<file path="src/rtl/rxbuf_pkg.sv">
package rxbuf_pkg;

  typedef enum logic {
    LOSS_NEWEST_WINS = 1'b0,
    LOSS_KEEP_OLDEST = 1'b1
  } loss_policy_e;

endpackage

</file>
<file path="src/rtl/rxbuf_ctrl.sv">
module rxbuf_ctrl
  import rxbuf_pkg::*;
(
  input  logic clk,
  input  logic rst,
  input  logic msg_vld,
  input  logic lock_mode,
  input  logic sw_clr_full,
  input  logic sw_clr_ovr,
  output logic wr_en,
  output logic full_q,
  output logic ovr_q
);

  loss_policy_e policy;
  logic         full_eff;
  logic         overrun;

  always_comb begin
    policy   = loss_policy_e'(lock_mode);
    // a clear in this cycle frees the slot for a message in the same cycle
    full_eff = full_q & ~sw_clr_full;
    overrun  = msg_vld & full_eff;
    wr_en    = msg_vld & (~full_eff | (policy == LOSS_NEWEST_WINS));
  end

  always_ff @(posedge clk) begin
    if (rst) begin
      full_q <= 1'b0;
      ovr_q  <= 1'b0;
    end else begin
      full_q <= wr_en | full_eff;
      // a new overrun wins over a clear in the same cycle
      ovr_q  <= overrun | (ovr_q & ~sw_clr_ovr);
    end
  end

endmodule

</file>
<file path="src/rtl/rxbuf_store.sv">
module rxbuf_store #(
  parameter int ID_W   = 29,
  parameter int LEN_W  = 4,
  parameter int NBYTES = 8
) (
  input  logic                  clk,
  input  logic                  wr_en,
  input  logic [ID_W-1:0]       in_id,
  input  logic [LEN_W-1:0]      in_len,
  input  logic [8*NBYTES-1:0]   in_data,
  output logic [ID_W-1:0]       out_id,
  output logic [LEN_W-1:0]      out_len,
  output logic [8*NBYTES-1:0]   out_data
);

  localparam logic [LEN_W-1:0] LEN_MAX = LEN_W'(NBYTES);

  logic [LEN_W-1:0] len_c;

  always_comb begin
    len_c = (in_len > LEN_MAX) ? LEN_MAX : in_len;
  end

  // payload storage carries no reset so it maps onto plain enabled registers
  always_ff @(posedge clk) begin
    if (wr_en) begin
      out_id  <= in_id;
      out_len <= len_c;
    end
  end

  for (genvar g = 0; g < NBYTES; g++) begin : g_lane
    always_ff @(posedge clk) begin
      if (wr_en) out_data[8*g +: 8] <= in_data[8*g +: 8];
    end
  end

endmodule

</file>
<file path="src/rtl/rxbuf_top.sv">
module rxbuf_top #(
  parameter int ID_W   = 29,
  parameter int LEN_W  = 4,
  parameter int NBYTES = 8
) (
  input  logic                  clk,
  input  logic                  rst,
  input  logic                  msg_vld,
  input  logic [ID_W-1:0]       msg_id,
  input  logic [LEN_W-1:0]      msg_len,
  input  logic [8*NBYTES-1:0]   msg_data,
  input  logic                  lock_mode,
  input  logic                  sw_clr_full,
  input  logic                  sw_clr_ovr,
  output logic [ID_W-1:0]       buf_id,
  output logic [LEN_W-1:0]      buf_len,
  output logic [8*NBYTES-1:0]   buf_data,
  output logic                  buf_full,
  output logic                  buf_ovr
);

  logic wr_en;

  rxbuf_ctrl u_ctrl (
    .clk         (clk),
    .rst         (rst),
    .msg_vld     (msg_vld),
    .lock_mode   (lock_mode),
    .sw_clr_full (sw_clr_full),
    .sw_clr_ovr  (sw_clr_ovr),
    .wr_en       (wr_en),
    .full_q      (buf_full),
    .ovr_q       (buf_ovr)
  );

  rxbuf_store #(
    .ID_W   (ID_W),
    .LEN_W  (LEN_W),
    .NBYTES (NBYTES)
  ) u_store (
    .clk      (clk),
    .wr_en    (wr_en),
    .in_id    (msg_id),
    .in_len   (msg_len),
    .in_data  (msg_data),
    .out_id   (buf_id),
    .out_len  (buf_len),
    .out_data (buf_data)
  );

endmodule

</file>
<file path="config.mk">
export PLATFORM = sky130hd
export DESIGN_NAME = rxbuf_top
export DESIGN_NICKNAME = d
export VERILOG_FILES = /design/src/rtl/rxbuf_pkg.sv /design/src/rtl/rxbuf_ctrl.sv /design/src/rtl/rxbuf_store.sv /design/src/rtl/rxbuf_top.sv
export SDC_FILE = /design/constraint.sdc
export NUM_CORES = 1
export LEC_CHECK = 0
export ABC_AREA = 0
export ABC_CLOCK_PERIOD_IN_PS = 5220
export BUFFER_PORTS_ARGS = -buffer_cell sky130_fd_sc_hd__buf_2
export CELL_PAD_IN_SITES_DETAIL_PLACEMENT = 0
export CELL_PAD_IN_SITES_GLOBAL_PLACEMENT = 2
export CORE_MARGIN = 3
export CORE_UTILIZATION = 24
export DETAILED_ROUTE_END_ITERATION = 12
export PLACE_DENSITY = 0.81
export REMOVE_ABC_BUFFERS = 1
export SYNTH_ARGS = -nofsm -noshare
export SYNTH_HDL_FRONTEND = slang
export SYNTH_SLANG_ARGS = --single-unit
</file>
<file path="constraint.sdc">
create_clock -name clk -period 5.22 [get_ports clk]
set_clock_uncertainty 0.2 [all_clocks]
set_input_delay 0.261 -clock clk [delete_from_list [all_inputs] [get_ports clk]]
set_output_delay 0.261 -clock clk [all_outputs]
set_load 0.01 [all_outputs]
</file>
# Yosys cells after proc, flatten, opt, wreduce, memory -nomap -nowiden
# Index checks and enable logic that the tools add are counted.
[word_totals]
reg_bits = 99
input_bits = 103
wordCells = 24
[op_classes]
n_lt_le_gt_ge = 1
n_bitwise = 11
[ops]
columns = ["operator", "n"]
rows = [
  ["bitwise AND 1 bit", 4],
  ["> comparator 4 bit (second input constant)", 1],
  ["NOT 1 bit", 4],
  ["bitwise OR 1 bit", 3],
]

# Longest topological paths before layout
# Gate-level depths: netlist of the first run.
[depth]
ltp_word = 6
depth_mapped = 2
ltp_nobuf = 2

# Cells and area by module
# From an unflattened synthesis of the first run, not the netlist that was laid out.
[hier_totals]
cells_unflattened = 110
area_unflattened_um2 = 3016.6
[by_module_without_submodules]
columns = ["module", "instances", "cells_each", "area_each_um2", "seq_area_each_um2"]
rows = [
  ["rxbuf_store", 1, 101, 2935.3, 2912.8],
  ["rxbuf_ctrl", 1, 9, 81.3, 40.0],
]

# Worst setup path before layout of the first run
# No wires, ideal clock.
[synth_timing]
kind = "flip-flop to flip-flop"
startpoint = "register u_ctrl.full_q"
endpoint = "register u_store.out_data[0] (enable)"
setup_time_ns = 0.578
arrival_time_ns = 5.068
required_ns = 4.442
path_slack_ns = -0.625
stages_incl_launch_ff = 3
period_less_slack_ns = 5.845
cell_sequence = "dfxtp_1 nor2b_1 a21boi_1"
[synth_via]
elab_chain_len = 4
[synth_lines]
columns = ["element", "line_no", "rtl"]
rows = [
  ["start, declared", "rxbuf_ctrl.sv:11", "output logic full_q,"],
  ["start signal, assigned", "rxbuf_ctrl.sv:32", "full_q <= wr_en | full_eff;"],
  ["bitwise AND 1 bit", "rxbuf_ctrl.sv:22", "full_eff = full_q & ~sw_clr_full;"],
  ["NOT 1 bit", "rxbuf_ctrl.sv:24", "wr_en = msg_vld & (~full_eff | (policy == LOSS_NEWEST_WINS));"],
  ["bitwise OR 1 bit", "rxbuf_ctrl.sv:24", ""],
  ["bitwise AND 1 bit", "rxbuf_ctrl.sv:24", ""],
  ["named net u_ctrl.wr_en", "rxbuf_ctrl.sv:10", "output logic wr_en,"],
  ["end signal, assigned by index", "rxbuf_store.sv:34", "if (wr_en) out_data[8*g +: 8] <= in_data[8*g +: 8];"],
  ["end, declared", "rxbuf_store.sv:13", "output logic [8*NBYTES-1:0] out_data"],
]
# The timed path passes the listed nets, and every way through them passes these cells.
# A chain may end at the register's enable or synchronous reset.

# Worst setup path in the final report of the first run
[layout_timing]
startpoint = "input msg_vld"
endpoint = "register u_store.out_data[6] (enable)"
[layout_via]
elab_chain_len = 1
[layout_lines]
columns = ["element", "line_no", "rtl"]
rows = [
  ["start, declared", "rxbuf_top.sv:8", "input logic msg_vld,"],
  ["bitwise AND 1 bit", "rxbuf_ctrl.sv:24", ""],
  ["named net u_ctrl.wr_en", "rxbuf_ctrl.sv:10", ""],
]
# The timed path passes the listed nets, and every way through them passes these cells.

==> results by group, run 1 <==
Worst setup path
  – First element of the critical path: msg_vld
  – Type of element capturing the critical path: flop
  – Setup slack of the worst register-to-register path: 3.35 ns
  – Critical path startpoint category: input pin
  – Arrival time reported for the critical path endpoint: 1.71 ns
  – Critical path peak fanout: 56
  – Reg-to-Reg End: u_store.out_data[6]
  – Crit path kind: in -> reg
  – Critical-path cell list: dlygate4sd3_1, buf_2, a21boi_4, buf_4
  – Maximum cell stage delay along the critical path: 0.59 ns
  – Critical path's slowest cell: buf_4
  – Worst setup path end: u_store.out_data[6]
  – Worst EP required: 5.00 ns
  – R2R depth: 3
  – Reg2Reg Launch Point: u_ctrl.full_q

STA
  – Worst Slack Setup Final: 3.29 ns
  – Transition time of the tightest slew-check pin: 0.708 ns
  – Hold Vio Cnt, Final: 0
  – Minimum clock period: 1.93 ns
  – Slew HR: 0.528
  – Final Cycle Share: 0.370
  – Peak Freq: 518 MHz
  – Unrepaired setup endpoints after global routing: false
  – Total of endpoints with negative setup slack in the final report: 0
  – Fin. max-slew vios: 0

Drt
  – Vias post-DR: 2,264
  – Number of remaining DRC errors: 0
  – Detailed-route vias per instance: 3.82
  – Post-DR wirelength/cell: 14.2 um
  – DRC violation total after the first TritonRoute iteration: 93
  – Final antenna-violating net count: 0
  – Pre-antenna DRT Iters: 2
  – Final wirelength: 8.39 mm

Synth
  – Largest area contributor in the synthesized netlist: edfxtp_1
  – Synth Register Bits: 99
  – Ranking of synthesized cells by instance count: edfxtp_1 (97), nor2b_1 (4), dfxtp_1 (2)
  – Post-synthesis cell type count: 9
  – Seq/Total Area, Yosys: 0.978
  – Warning count from the yosys run: 0
  – Leading post-synthesis cells by cell area: edfxtp_1 (97%), dfxtp_1 (1.3%), nor2b_1 (0.83%), o21ba_1 (0.33%), a21boi_1 (0.25%)
  – Count of flip-flops with a built-in enable after synthesis: 97
  – Per-instance average area after synthesis: 27.7 sq um
  – Synth Flop Type: edfxtp_1
  – Most common cell in the synthesized netlist: edfxtp_1
  – Mapped Area: 0.00302 sq mm
  – Cells after synthesis: 109
  – Yosys top cell area share: 0.965
  – Fraction of synthesis flops using an asynchronous set or reset pin: 0

Floorplan
  – Cell row count: 40
  – Vert. Die Dim: 118 um
  – Full die area: 0.0140 sq mm
  – Count of boundary I/O pins: 202
  – Die width: 118 um
  – Core footprint: 0.0122 sq mm
  – Starting density of the core: 0.248

Clocking
  – Number of sinks handled by clock tree synthesis: 99
  – Number of gates given a new drive strength after cts: 0
  – Max Root-Sink Buffers: 2
  – CTS Root Buffer Type: clkbuf_16
  – TritonCTS buffer count: 9
  – CTS H-tree lvls: 3
  – Clock Latency Late Sink: 0.34 ns
  – Clock tree from TritonCTS: done
  – Clock edge transition at the registers on the reported setup and hold paths: 0.07 ns
  – Post-CTS setup buffer count: 0

Final layout
  – Layout overhead on the synthesized area: 83.5%
  – Final layout net count: 523
  – Proportion of layout cells with a drive suffix above 1: 0.515
  – Non-Filler Instances: 593
  – Number of antenna cells inserted: 0
  – Core Util, Final: 0.455
  – Count of filler cells inserted in the layout: 1,069

Global routing
  – Pin count of the biggest net entering global routing: 57
  – Number of antenna violations at the first check in global routing: 0
  – Overall routing resource usage: 0.123
  – Wire length of the first global-routing pass: 13.0 mm
  – Vias in the first global route: 2,595
  – Global-route congestion overflow total: 0

Hold path
  – Worst Hold Class: in -> reg
  – Startpoint of the tightest hold check path: msg_len[0]

Power and ir drop
  – Leakage: 2.35 nW
  – PD cells: 322 mW/mm^2
  – Worst ir drop on vdd: 0.000175 V

Placement
  – Final weighted congestion in routability-driven placement: 0.675
  – Number of port buffers: 201
  – Placed Instances: 479
  – DPL Wire Length: 5.63 mm
  – Dpl ws: 3.38 ns

Flow run
  – Number of max-capacitance violations reported: 0

Status
  – Outcome: finished, final reports clean
## per-layer routing
layer / vias up / share of wire / routed length, um / GRT usage
li1: 1059 / - / - / -
met1: 1064 / 0.35 / 2960 / 0.123
met2: 124 / 0.52 / 4400 / 0.212
met3: 17 / 0.095 / 794 / 0.0545
met4: 0 / 0.028 / 235 / 0.0674
met5: - / 0 / 0 / 0
## report_power, final
group / internal [mW] / leakage, nW / switching [mW]
clock: 0.374 / 0.148 / 0.285
combinational: 0.105 / 1.25 / 0.0823
sequential: 0.927 / 0.961 / 0.0112
## critical path: cells and delay by family
kind | cells | cell delay [ns]
buf+inv | 3 | 1.23
compound gates | 1 | 0.18
## kinds of logic (layout without fill, tap and decap cells)
group,Yosys count,count (layout),share of synthesized area
DFF,99,99,0.978
and+or+nand+nor,6,6,0.0129
buffers and inverters,1,317,0.00124
AOI/OAI and AO/OA,3,3,0.00746
## layout make-up
type,count,area [sq um],share of cell area
well taps,168,210,0.0380
flip-flops and latches,99,2950,0.533
clock buffers,9,225,0.0407
repair buffers,301,2000,0.362
clock inverters,7,73.8,0.0133
multi-input cells,9,72.6,0.0131
## flip-flops by register name (all words and copies together), names as in the netlist
name and cells:
u_store.out_len 4, u_ctrl.ovr_q 1, u_store.out_data 64, u_store.out_id 29, u_ctrl.full_q 1
## placed cells by master, fill, tap and decap left out, drive strengths merged
cell type and count:
o21ba 1, a21oi 1, nand3b 1, clkinv 4, nand2b 1, buf 203
dfxtp 2, clkbuf 9, nor2b 4, bufinv 1, dlygate4sd3 98, edfxtp 97
a21boi 1, inv 2
## through the flow
| step | TNS (ns) | hold WS [ns] | power (mW) | area (sq um) |
|---|---|---|---|---|
| 2_1_floorplan | -60.67 | 0.130 | 1.00 | 3010 |
| 3_3_place_gp | 0 | 0.231 | 1.08 | 4260 |
| 3_5_place_dp | 0 | 0.239 | 1.09 | 4260 |
| 4_1_cts | 0 | 0.0285 | 1.82 | 5540 |
| 5_1_grt | 0 | 0.0470 | 1.86 | 5540 |
| 6_report | 0 | 0.0379 | 1.78 | 5540 |
## worst min path at each step
stage / to / slack [ns] / cells after the start
after floorplan: u_ctrl.ovr_q / 0.13 / 1
after global placement: u_ctrl.ovr_q / 0.23 / 2
after detailed placement: u_store.out_id[18] / 0.24 / 1
after CTS: u_store.out_len[0] / 0.03 / 2
after global routing: u_store.out_len[0] / 0.05 / 2
final: u_store.out_len[0] / 0.04 / 2
## repair_timing
| action | CTS | global route |
|---|---|---|
| endpoints found under the hold margin | 97 | 0 |
| endpoints found under the setup margin | 0 | 0 |
| hold buffers | 98 | 0 |
Power figures use the tool's default switching activity.
==> inputs of run 2 (changes only) <==
--- a/config.mk
+++ b/config.mk
@@ -5,15 +5,15 @@
 export SDC_FILE = /design/constraint.sdc
 export NUM_CORES = 1
 export LEC_CHECK = 0
-export ABC_AREA = 0
-export ABC_CLOCK_PERIOD_IN_PS = 5220
+export ABC_AREA = 1
+export ABC_CLOCK_PERIOD_IN_PS = 1800
 export BUFFER_PORTS_ARGS = -buffer_cell sky130_fd_sc_hd__buf_2
 export CELL_PAD_IN_SITES_DETAIL_PLACEMENT = 0
 export CELL_PAD_IN_SITES_GLOBAL_PLACEMENT = 2
 export CORE_MARGIN = 3
-export CORE_UTILIZATION = 24
+export CORE_UTILIZATION = 27
 export DETAILED_ROUTE_END_ITERATION = 12
-export PLACE_DENSITY = 0.81
+export PLACE_DENSITY = 0.86
 export REMOVE_ABC_BUFFERS = 1
 export SYNTH_ARGS = -nofsm -noshare
 export SYNTH_HDL_FRONTEND = slang
==> constraint.sdc (replaced) <==
create_clock -name clk -period 1.8 [get_ports clk]
set_clock_uncertainty 0.2 [all_clocks]
set_input_delay 0.09 -clock clk [delete_from_list [all_inputs] [get_ports clk]]
set_output_delay 0.09 -clock clk [all_outputs]
set_load 0.01 [all_outputs]
==> results by group, run 2 <==
Clocking
  – Number of gates given a new drive strength after cts: 0 (unchanged)
  – Number of sinks handled by clock tree synthesis: 99 (unchanged)
  – CTS H-tree lvls: 3 (unchanged)
  – Max Root-Sink Buffers: 2 (unchanged)
  – CTS Root Buffer Type: clkbuf_8 (was clkbuf_16)
  – Post-CTS setup buffer count: 0 (unchanged)
  – TritonCTS buffer count: 9 (unchanged)
  – Hold Buf Count CTS: 101 (was 98)

Placement
  – Final weighted congestion in routability-driven placement: 0.783 (was 0.675)
  – Area after detailed placement: 0.00425 sq mm (was 0.00426 sq mm)
  – Number of port buffers: 201 (unchanged)
  – Dpl ws: 0.365 ns (was 3.38 ns)

Synth
  – Seq/Total Area, Yosys: 0.976 (was 0.978)
  – Synth Flop Type: edfxtp_1 (unchanged)
  – Yosys top cell area share: 0.963 (was 0.965)
  – Count of flip-flops with a built-in enable after synthesis: 97 (unchanged)
  – Per-instance average area after synthesis: 26.1 sq um (was 27.7 sq um)
  – Cells after synthesis: 116 (was 109)
  – Post-synthesis cell type count: 9 (unchanged)
  – Leading post-synthesis cells by cell area: edfxtp_1 (96%), dfxtp_1 (1.3%), inv_1 (0.74%), nor2_1 (0.50%), nand3_1 (0.33%) (was edfxtp_1 (97%), dfxtp_1 (1.3%), nor2b_1 (0.83%), o21ba_1 (0.33%), a21boi_1 (0.25%))
  – Fraction of synthesis flops using an asynchronous set or reset pin: 0 (unchanged)
  – Warning count from the yosys run: 0 (unchanged)
  – Most common cell in the synthesized netlist: edfxtp_1 (unchanged)
  – Synth Register Bits: 99 (unchanged)
  – Ranking of synthesized cells by instance count: edfxtp_1 (97), inv_1 (6), nor2_1 (4) (was edfxtp_1 (97), nor2b_1 (4), dfxtp_1 (2))
  – Mapped Area: 0.00303 sq mm (was 0.00302 sq mm)
  – Largest area contributor in the synthesized netlist: edfxtp_1 (unchanged)

Floorplan
  – Starting density of the core: 0.278 (was 0.248)
  – Cell row count: 38 (was 40)
  – Count of boundary I/O pins: 202 (unchanged)
  – Vert. Die Dim: 112 um (was 118 um)
  – Die width: 112 um (was 118 um)

Status
  – Tool Error: [ERROR RSZ-0060] Max buffer count reached.
  – Outcome: stopped before the end (was finished, final reports clean)
  – Last stage the flow got to: 4_1_cts
-- run 2: per-stage QoR --
stage | TNS, ns | hold slack [ns] | instances
detailed placement | 0 | 0.0681 | 458
floorplan | -116.17 | -0.0476 | 115
global placement | 0 | 0.0664 | 458
-- run 2: cell families after synthesis --
family | Yosys count | share of synthesized area
compound gates | 2 | 0.00455
buf+inv | 7 | 0.00868
flops | 99 | 0.976
simple gates | 8 | 0.0108
==> inputs of run 3 (changes only) <==
--- a/config.mk
+++ b/config.mk
@@ -8,12 +8,10 @@
 export ABC_AREA = 1
 export ABC_CLOCK_PERIOD_IN_PS = 1800
 export BUFFER_PORTS_ARGS = -buffer_cell sky130_fd_sc_hd__buf_2
-export CELL_PAD_IN_SITES_DETAIL_PLACEMENT = 0
-export CELL_PAD_IN_SITES_GLOBAL_PLACEMENT = 2
 export CORE_MARGIN = 3
-export CORE_UTILIZATION = 27
+export CORE_UTILIZATION = 40
 export DETAILED_ROUTE_END_ITERATION = 12
-export PLACE_DENSITY = 0.86
+export PLACE_DENSITY_LB_ADDON = 0.15
 export REMOVE_ABC_BUFFERS = 1
 export SYNTH_ARGS = -nofsm -noshare
 export SYNTH_HDL_FRONTEND = slang
==> results by group, run 3 <==
Status
  – Outcome: stopped before the end (unchanged)
  – Last stage the flow got to: 4_1_cts (unchanged)
  – Tool Error: [ERROR RSZ-0060] Max buffer count reached. (unchanged)

Clocking
  – Number of sinks handled by clock tree synthesis: 99 (unchanged)
  – TritonCTS buffer count: 9 (unchanged)
  – Post-CTS setup buffer count: 0 (unchanged)
  – CTS Root Buffer Type: clkbuf_8 (unchanged)
  – Max Root-Sink Buffers: 2 (unchanged)
  – CTS H-tree lvls: 3 (unchanged)
  – Number of gates given a new drive strength after cts: 0 (unchanged)
  – Hold Buf Count CTS: 101 (unchanged)

Synth
  – Arithmetic-cell share of the synthesized area counting full adders, half adders and majority gates: 0 (unchanged)
  – Synth Area in XOR/XNOR: 0 (unchanged)
  – Dominant combinational cell family by area after synthesis: simple AND/OR/NAND/NOR gates (unchanged)
  – Leading post-synthesis cells by cell area: edfxtp_1 (96%), dfxtp_1 (1.3%), inv_1 (0.74%), nor2_1 (0.50%), nand3_1 (0.33%) (unchanged)
  – Cells after synthesis: 116 (unchanged)
  – Warning count from the yosys run: 0 (unchanged)
  – Mapped Area: 0.00303 sq mm (unchanged)
  – Synth Register Bits: 99 (unchanged)
  – Yosys top cell area share: 0.963 (unchanged)
  – Fraction of synthesis flops using an asynchronous set or reset pin: 0 (unchanged)
  – Ranking of synthesized cells by instance count: edfxtp_1 (97), inv_1 (6), nor2_1 (4) (unchanged)
  – Post-synthesis mux area share: 0 (unchanged)
  – Synth Flop Type: edfxtp_1 (unchanged)
  – Complex-gate fraction of the synthesized area: 0.00455 (unchanged)
  – Count of flip-flops with a built-in enable after synthesis: 97 (unchanged)
  – Per-instance average area after synthesis: 26.1 sq um (unchanged)
  – Most common cell in the synthesized netlist: edfxtp_1 (unchanged)
  – Simple-gate area share of the yosys netlist: 0.0108 (unchanged)
  – Seq/Total Area, Yosys: 0.976 (unchanged)
  – Post-synthesis cell type count: 9 (unchanged)
  – Largest area contributor in the synthesized netlist: edfxtp_1 (unchanged)

Placement
  – Number of port buffers: 201 (unchanged)
  – Placed Instances: 417 (was 458)
  – DPL Wire Length: 4.90 mm
  – Final weighted congestion in routability-driven placement: 0.678 (was 0.783)
  – Dpl ws: 0.447 ns (was 0.365 ns)

Floorplan
  – Die width: 93.0 um (was 112 um)
  – Count of boundary I/O pins: 202 (unchanged)
  – Starting density of the core: 0.415 (was 0.278)
  – Cell row count: 31 (was 38)
  – Vert. Die Dim: 93.0 um (was 112 um)
## run 3: logic make-up after synthesis
group                  after synthesis
buffers and inverters                7
AO/OA/AOI/OAI                        2
AND/OR/NAND/NOR                      8
flip-flops                          99
## run 3: stage by stage
step / setup TNS (ns) / instance area [sq um] / utilization / hold slack [ns]
floorplan: -116.17 / 3020 / - / -0.0476
global placement: 0 / 4190 / 0.575 / 0.0662
detailed placement: 0 / 4190 / 0.575 / 0.0681
